==> config.mk <==
export PLATFORM = sky130hd
export DESIGN_NAME = ppm4_rx
export DESIGN_NICKNAME = d
export VERILOG_FILES = /design/src/rtl/ppm4_pkg.sv /design/src/rtl/ppm4_edge.sv /design/src/rtl/ppm4_slot_classify.sv /design/src/rtl/ppm4_assemble.sv /design/src/rtl/ppm4_rx.sv
export SDC_FILE = /design/constraint.sdc
export NUM_CORES = 1
export LEC_CHECK = 0
export BUFFER_PORTS_ARGS = -buffer_cell sky130_fd_sc_hd__buf_2
export CAP_MARGIN = 20
export CORE_UTILIZATION = 50
export CTS_CLUSTER_SIZE = 10
export DETAILED_ROUTE_END_ITERATION = 6
export GPL_TIMING_DRIVEN = 0
export MAX_ROUTING_LAYER = met4
export PLACE_DENSITY = 0.71
export SYNTH_ARGS = -nofsm -noshare
export SYNTH_HDL_FRONTEND = slang
export SYNTH_SLANG_ARGS = --single-unit
==> constraint.sdc <==
create_clock -name clk -period 3.12 [get_ports clk]
set_input_delay 0.468 -clock clk [delete_from_list [all_inputs] [get_ports clk]]
set_output_delay 0.468 -clock clk [all_outputs]
set_load 0.1 [all_outputs]
==> src/rtl/ppm4_pkg.sv <==
package ppm4_pkg;
  typedef enum logic [1:0] {
    ST_IDLE,
    ST_SOF,
    ST_FRAME,
    ST_IGNORE
  } ppm4_state_e;
endpackage

==> src/rtl/ppm4_edge.sv <==
module ppm4_edge (
  input  logic clk,
  input  logic rst,
  input  logic pause_i,
  output logic rise_o
);
  logic pause_q;

  always_ff @(posedge clk) begin
    if (rst) pause_q <= 1'b0;
    else     pause_q <= pause_i;
  end

  assign rise_o = pause_i & ~pause_q;
endmodule

==> src/rtl/ppm4_slot_classify.sv <==
module ppm4_slot_classify #(
  parameter int SLOT_CYC     = 256,
  parameter int TOL          = 32,
  parameter int BITS_PER_SYM = 2,
  localparam int SLOT_W      = $clog2(SLOT_CYC),
  localparam int POS_W       = SLOT_W + BITS_PER_SYM
) (
  input  logic [POS_W-1:0]        pos_i,
  output logic                    ok_o,
  output logic [BITS_PER_SYM-1:0] val_o
);
  localparam logic [SLOT_W-1:0] WIN_LO = SLOT_W'(SLOT_CYC/2 - TOL);
  localparam logic [SLOT_W-1:0] WIN_HI = SLOT_W'(SLOT_CYC/2 + TOL);

  logic [SLOT_W-1:0] off;

  assign off   = pos_i[SLOT_W-1:0];
  assign val_o = pos_i[POS_W-1:SLOT_W];
  assign ok_o  = (off >= WIN_LO) && (off <= WIN_HI);
endmodule

==> src/rtl/ppm4_assemble.sv <==
module ppm4_assemble #(
  parameter int BITS_PER_SYM  = 2,
  parameter int SYMS_PER_BYTE = 4,
  localparam int W            = BITS_PER_SYM * SYMS_PER_BYTE
) (
  input  logic                    clk,
  input  logic                    rst,
  input  logic                    shift_i,
  input  logic                    last_i,
  input  logic [BITS_PER_SYM-1:0] val_i,
  output logic [W-1:0]            byte_o,
  output logic                    valid_o
);
  logic [W-1:0] sh;
  logic [W-1:0] sh_next;

  assign sh_next = {val_i, sh[W-1:BITS_PER_SYM]};

  always_ff @(posedge clk) begin
    if (rst) begin
      sh      <= '0;
      byte_o  <= '0;
      valid_o <= 1'b0;
    end else begin
      valid_o <= 1'b0;
      if (shift_i) begin
        sh <= sh_next;
        if (last_i) begin
          byte_o  <= sh_next;
          valid_o <= 1'b1;
        end
      end
    end
  end
endmodule

==> src/rtl/ppm4_rx.sv <==
module ppm4_rx
  import ppm4_pkg::*;
#(
  parameter int SLOT_CYC      = 256,
  parameter int TOL           = 32,
  parameter int BITS_PER_SYM  = 2,
  parameter int SYMS_PER_BYTE = 4,
  parameter int IGNORE_QUIET  = 140000,
  localparam int BYTE_W       = BITS_PER_SYM * SYMS_PER_BYTE
) (
  input  logic              clk,
  input  logic              rst,
  input  logic              pause_i,
  output logic [BYTE_W-1:0] byte_o,
  output logic              byte_valid_o,
  output logic              frame_active_o,
  output logic              error_o
);
  localparam int SLOT_W     = $clog2(SLOT_CYC);
  localparam int POS_W      = SLOT_W + BITS_PER_SYM;
  localparam int SYM_CYC    = SLOT_CYC << BITS_PER_SYM;
  localparam int SOF4_GAP   = SYM_CYC - SLOT_CYC;
  localparam int SOF256_GAP = SYM_CYC / 2;
  localparam int GAP_MAX    = SYM_CYC + TOL;
  localparam int GAP_W      = $clog2(GAP_MAX + 1) + 1;
  localparam int QW         = $clog2(IGNORE_QUIET + 1);
  localparam int IDX_W      = (SYMS_PER_BYTE > 1) ? $clog2(SYMS_PER_BYTE) : 1;

  localparam logic [POS_W-1:0] POS_LAST = POS_W'(SYM_CYC - 1);
  localparam logic [POS_W-1:0] LEAD_POS = POS_W'(SYM_CYC - SLOT_CYC + 1);
  localparam logic [GAP_W-1:0] G4_LO    = GAP_W'(SOF4_GAP - TOL);
  localparam logic [GAP_W-1:0] G4_HI    = GAP_W'(SOF4_GAP + TOL);
  localparam logic [GAP_W-1:0] G256_LO  = GAP_W'(SOF256_GAP - TOL);
  localparam logic [GAP_W-1:0] G256_HI  = GAP_W'(SOF256_GAP + TOL);
  localparam logic [GAP_W-1:0] G_MAX    = GAP_W'(GAP_MAX);
  localparam logic [QW-1:0]    Q_LAST   = QW'(IGNORE_QUIET - 1);
  localparam logic [IDX_W-1:0] IDX_LAST = IDX_W'(SYMS_PER_BYTE - 1);

  ppm4_state_e state;
  logic [GAP_W-1:0] gcnt;
  logic [QW-1:0] qcnt;
  logic [POS_W-1:0] pos;
  logic lead;
  logic [IDX_W-1:0] sidx;
  logic [1:0] pcnt;
  logic [BITS_PER_SYM-1:0] hold_val;
  logic hold_ok;

  logic rise;
  logic cls_ok;
  logic [BITS_PER_SYM-1:0] cls_val;
  logic first_ok;
  logic [BITS_PER_SYM-1:0] first_val;
  logic one_pause;
  logic sym_good;
  logic sym_end;
  logic in4, in256;

  ppm4_edge u_edge (
    .clk     (clk),
    .rst     (rst),
    .pause_i (pause_i),
    .rise_o  (rise)
  );

  ppm4_slot_classify #(
    .SLOT_CYC     (SLOT_CYC),
    .TOL          (TOL),
    .BITS_PER_SYM (BITS_PER_SYM)
  ) u_cls (
    .pos_i (pos),
    .ok_o  (cls_ok),
    .val_o (cls_val)
  );

  assign first_ok  = (pcnt == 2'd0) ? cls_ok  : hold_ok;
  assign first_val = (pcnt == 2'd0) ? cls_val : hold_val;
  assign one_pause = ((pcnt == 2'd0) && rise) || ((pcnt == 2'd1) && !rise);
  assign sym_good  = one_pause && first_ok;
  assign sym_end   = (state == ST_FRAME) && (pos == POS_LAST) && !lead;
  assign in4       = (gcnt >= G4_LO) && (gcnt <= G4_HI);
  assign in256     = (gcnt >= G256_LO) && (gcnt <= G256_HI);

  ppm4_assemble #(
    .BITS_PER_SYM  (BITS_PER_SYM),
    .SYMS_PER_BYTE (SYMS_PER_BYTE)
  ) u_asm (
    .clk     (clk),
    .rst     (rst),
    .shift_i (sym_end && sym_good),
    .last_i  (sidx == IDX_LAST),
    .val_i   (first_val),
    .byte_o  (byte_o),
    .valid_o (byte_valid_o)
  );

  always_ff @(posedge clk) begin
    if (rst) begin
      state          <= ST_IDLE;
      gcnt           <= '0;
      qcnt           <= '0;
      pos            <= '0;
      lead           <= 1'b0;
      sidx           <= '0;
      pcnt           <= '0;
      hold_val       <= '0;
      hold_ok        <= 1'b0;
      frame_active_o <= 1'b0;
      error_o        <= 1'b0;
    end else begin
      error_o <= 1'b0;
      case (state)
        ST_IDLE: begin
          if (rise) begin
            state <= ST_SOF;
            gcnt  <= GAP_W'(1);
          end
        end
        ST_SOF: begin
          gcnt <= gcnt + 1'b1;
          if (rise) begin
            if (in4) begin
              state          <= ST_FRAME;
              frame_active_o <= 1'b1;
              pos            <= LEAD_POS;
              lead           <= 1'b1;
              sidx           <= '0;
              pcnt           <= '0;
            end else if (in256) begin
              state <= ST_IGNORE;
              qcnt  <= '0;
            end else begin
              gcnt <= GAP_W'(1);
            end
          end else if (gcnt >= G_MAX) begin
            state <= ST_IDLE;
          end
        end
        ST_FRAME: begin
          if (pos == POS_LAST) begin
            pos  <= '0;
            lead <= 1'b0;
            pcnt <= '0;
            if (!lead) begin
              if (sym_good) begin
                sidx <= (sidx == IDX_LAST) ? '0 : sidx + 1'b1;
              end else begin
                state          <= ST_IDLE;
                frame_active_o <= 1'b0;
                error_o        <= (sidx != '0);
              end
            end
          end else begin
            pos <= pos + 1'b1;
            if (rise && !lead) begin
              if (pcnt == 2'd0) begin
                hold_val <= cls_val;
                hold_ok  <= cls_ok;
              end
              if (pcnt != 2'd2) pcnt <= pcnt + 1'b1;
            end
          end
        end
        ST_IGNORE: begin
          if (rise)                 qcnt  <= '0;
          else if (qcnt == Q_LAST)  state <= ST_IDLE;
          else                      qcnt  <= qcnt + 1'b1;
        end
        default: state <= ST_IDLE;
      endcase
    end
  end
endmodule

==> results by group <==
Run
  • Max cap viols: 0

Hold path
  • Min-delay worst type: input pin to register

Synth
  • Post-synthesis cell type count: between 60 and 70
  • FF+latch count, synth: between 60 and 70
  • Net Count, Synth: between 400 and 500
  • Post-synth EDFFs: 0
  • Leading area contributor after synthesis: sky130_fd_sc_hd__dfxtp_1
  • Largest cells by area after synthesis: sky130_fd_sc_hd__dfxtp_1, sky130_fd_sc_hd__mux2i_1, sky130_fd_sc_hd__a21oi_1
  • Synth cell count leaders: sky130_fd_sc_hd__dfxtp_1, sky130_fd_sc_hd__nor2_1, sky130_fd_sc_hd__a21oi_1
  • Ys flop type: sky130_fd_sc_hd__dfxtp_1
  • Synthesized instance count: 429
  • Most frequent cell after synthesis: sky130_fd_sc_hd__dfxtp_1
  • Post-synthesis cell area: around 3600 um2
  • Synth Warn #: 0
  • Share of async-settable or async-resettable flops after synthesis: 0
  • Area share of the largest cell type after synthesis: 0.3818
  • Sequential element share of the synthesized area: 0.3818
  • Average size of a mapped cell: slightly above 8 um2

Worst setup path
  • Cells traversed along the worst timing path: or3_1 -> o311ai_1 -> nand3_2 -> or4b_1 -> a21oi_1
  • Worst-path fanout max: 10
  • Reg2Reg Setup Slack: roughly 0.70 ns
  • Setup crit start kind: register
  • Worst Path Buf+Inv: 0
  • Category of the worst setup path capture point: register
  • Data required, critical path: 3.40 ns
  • Classification of the worst setup path: register to register
  • Crit path max-delay family: simple AND/OR/NAND/NOR gates
  • Crit path largest cell delay: around 0.59 ns
  • Arrival time at the worst endpoint: about 2.7 ns
  • Slowest library cell on the worst path: sky130_fd_sc_hd__or4b_1

Placement
  • HPWL Detailed: slightly below 6000 um
  • Placer Congestion: 0.8319
  • Placed Cells: 538
  • Worst setup timing slack at the placement stage: between 0.6 and 0.7 ns
  • Number of buffer cells added on primary ports: 13

Die
  • Total Die Area: 7474 um2
  • Core box area: between 6000 and 7000 um2
  • Count of pins on the block boundary: 14
  • Site Rows: 30
  • Die Y: around 86 um
  • Horizontal die dimension: 86.45 um
  • Starting density of the core: 0.5220

Route
  • Wirelength per Cell: approximately 15 um
  • Vias: between 3000 and 4000
  • DR vias/cell: about 5.8
  • DRC: 0
  • Aggregate routed wire length: 8241 um
  • 1st-pass router iterations: 4
  • Remaining antenna violation count after routing: 0
  • DR iter-0 viols: ~170

GRT
  • First-pass GRT wire length: between 10000 and 15000 um
  • Total track usage: 0.2454
  • Antenna violations before repair: 0
  • Maximum number of pins on one net before global-route repair: 14
  • Vias in the first global route: just over 3000
  • Total overflow reported by the global router: 0

CTS
  • Clock-pin slew reported for the worst setup and hold paths after clock tree synthesis: 0.08 ns
  • H-tree depth: 3
  • Post CTS Setup Buffer Count: 0
  • TritonCTS Buffers: 9
  • PostCTS Resize Cnt: 0
  • Clock sink total: 68
  • TritonCTS clock tree: built
  • Root buffer cell: sky130_fd_sc_hd__clkbuf_8
  • Clock latency on the worst-skew pair: ~0.35 ns
  • Cts hold-fix bufs: 0
  • CTS max path bufs: 2

STA
  • Worst-Margin Slew: 0.6383 ns
  • Final setup margin: 0.6964 ns
  • Post-route setup TNS: 0 ns
  • Peak Freq: between 400 and 500 MHz
  • Max-slew violation count: 0
  • Final-report hold violation count: 0
  • Number of failing setup endpoints in the final timing report: 0
  • Final Cycle Share: 0.7768
  • Clock skew: 0.007172 ns
  • Setup repair after global routing missed its margin: false
  • Period minus WS final: ~2.4 ns
  • Relative slew margins: 0.5712

Layout
  • Layout cell share with drive strength beyond 1: 0.1157
  • Final core occ: 0.5817
  • Nets: 466
  • Non-filler instance count after layout: 554
  • Antenna cells: 0
  • P&R area growth vs syn: 11.44%

Run status
  • Status: finished clean

Power and ir drop
  • Peak supply drop: between 0.3 and 0.4 mV
  • Cell Pwr Density: ~440 nW/um2
  • Static power due to leakage: 0.001529 uW
-- power by group --
part / switching [uW] / internal, uW / total [uW]
Sequential: 4.05 / 870 / 874
Clock: 372 / 455 / 827
Combinational: 47.8 / 16.5 / 64.4
-- cell families after synthesis --
| family | after synthesis | synth area share |
|---|---|---|
| AO/OA/AOI/OAI | 105 | 0.1884 |
| XOR/XNOR | 7 | 0.01719 |
| adder cells (fa/ha/maj) | 10 | 0.03509 |
| buffers and inverters | 28 | 0.03438 |
| flip-flops | 68 | 0.3818 |
| multiplexers | 23 | 0.06526 |
| AND/OR/NAND/NOR | 188 | 0.2779 |
-- per-layer routing --
metal	global-route usage	routed length (um)
met5	-	0
met2	0.3961	3951
met3	0.04381	245
met1	0.3054	3950
met4	0.09697	94
-- cells in the final DEF, fill, tap and decap left out, types with 7 or more instances in the layout --
cell,count
sky130_fd_sc_hd__clkbuf_8,9
sky130_fd_sc_hd__nand3_1,24
sky130_fd_sc_hd__and3_1,8
sky130_fd_sc_hd__o21ai_0,24
sky130_fd_sc_hd__and2_1,8
sky130_fd_sc_hd__inv_1,12
sky130_fd_sc_hd__ha_1,10
sky130_fd_sc_hd__mux2i_1,21
sky130_fd_sc_hd__buf_2,14
sky130_fd_sc_hd__nor3_1,13
sky130_fd_sc_hd__a21oi_1,38
sky130_fd_sc_hd__nand3b_1,7
sky130_fd_sc_hd__nor2_1,49
sky130_fd_sc_hd__nand4_1,8
sky130_fd_sc_hd__dfxtp_1,68
sky130_fd_sc_hd__clkbuf_1,14
sky130_fd_sc_hd__nand2_1,31
-- registers in the layout, indices dropped and copies added, names as in the netlist, 2 cells and up --
register and count:
state 2, u_asm.sh 6, u_asm.byte_o 8, gcnt 12
pos 10, sidx 2, qcnt 18, pcnt 2
hold_val 2
-- cell type report --
cell class / instances / area [um2]
fillers: 646 / 2858
repair buffers: 13 / 65.06
clock inverters: 7 / 98.84
plain buffers: 16 / 77.57
inverters: 12 / 45.04
well taps: 96 / 120.1
multi-input cells: 333 / 2082
flip-flops and latches: 68 / 1361
clock buffers: 9 / 123.9
-- metrics by stage --
stage / cell area [um2] / power [uW] / hold WS, ns
2_1_floorplan: 3566 / 937.6 / 0.4469
3_3_place_gp: 3751 / 957.8 / 0.4579
3_5_place_dp: 3751 / 958.3 / 0.4663
4_1_cts: 3974 / 1779 / 0.3696
5_1_grt: 3974 / 1824 / 0.3670
6_report: 3974 / 1766 / 0.3697
-- final timing paths --
| kind | startpoint | to | cells after the start |
|---|---|---|---|
| min | pause_i | u_edge.pause_q$_SDFF_PP0_ | 2 |
| max reg2reg | pos[1]$_SDFFE_PP0P_ | sidx[1]$_SDFFE_PP0P_ | 5 |
| min reg2reg | frame_active_o$_SDFFE_PP0P_ | frame_active_o$_SDFFE_PP0P_ | 2 |
| max | pos[1]$_SDFFE_PP0P_ | sidx[1]$_SDFFE_PP0P_ | 5 |
Power figures use the tool's default switching activity.
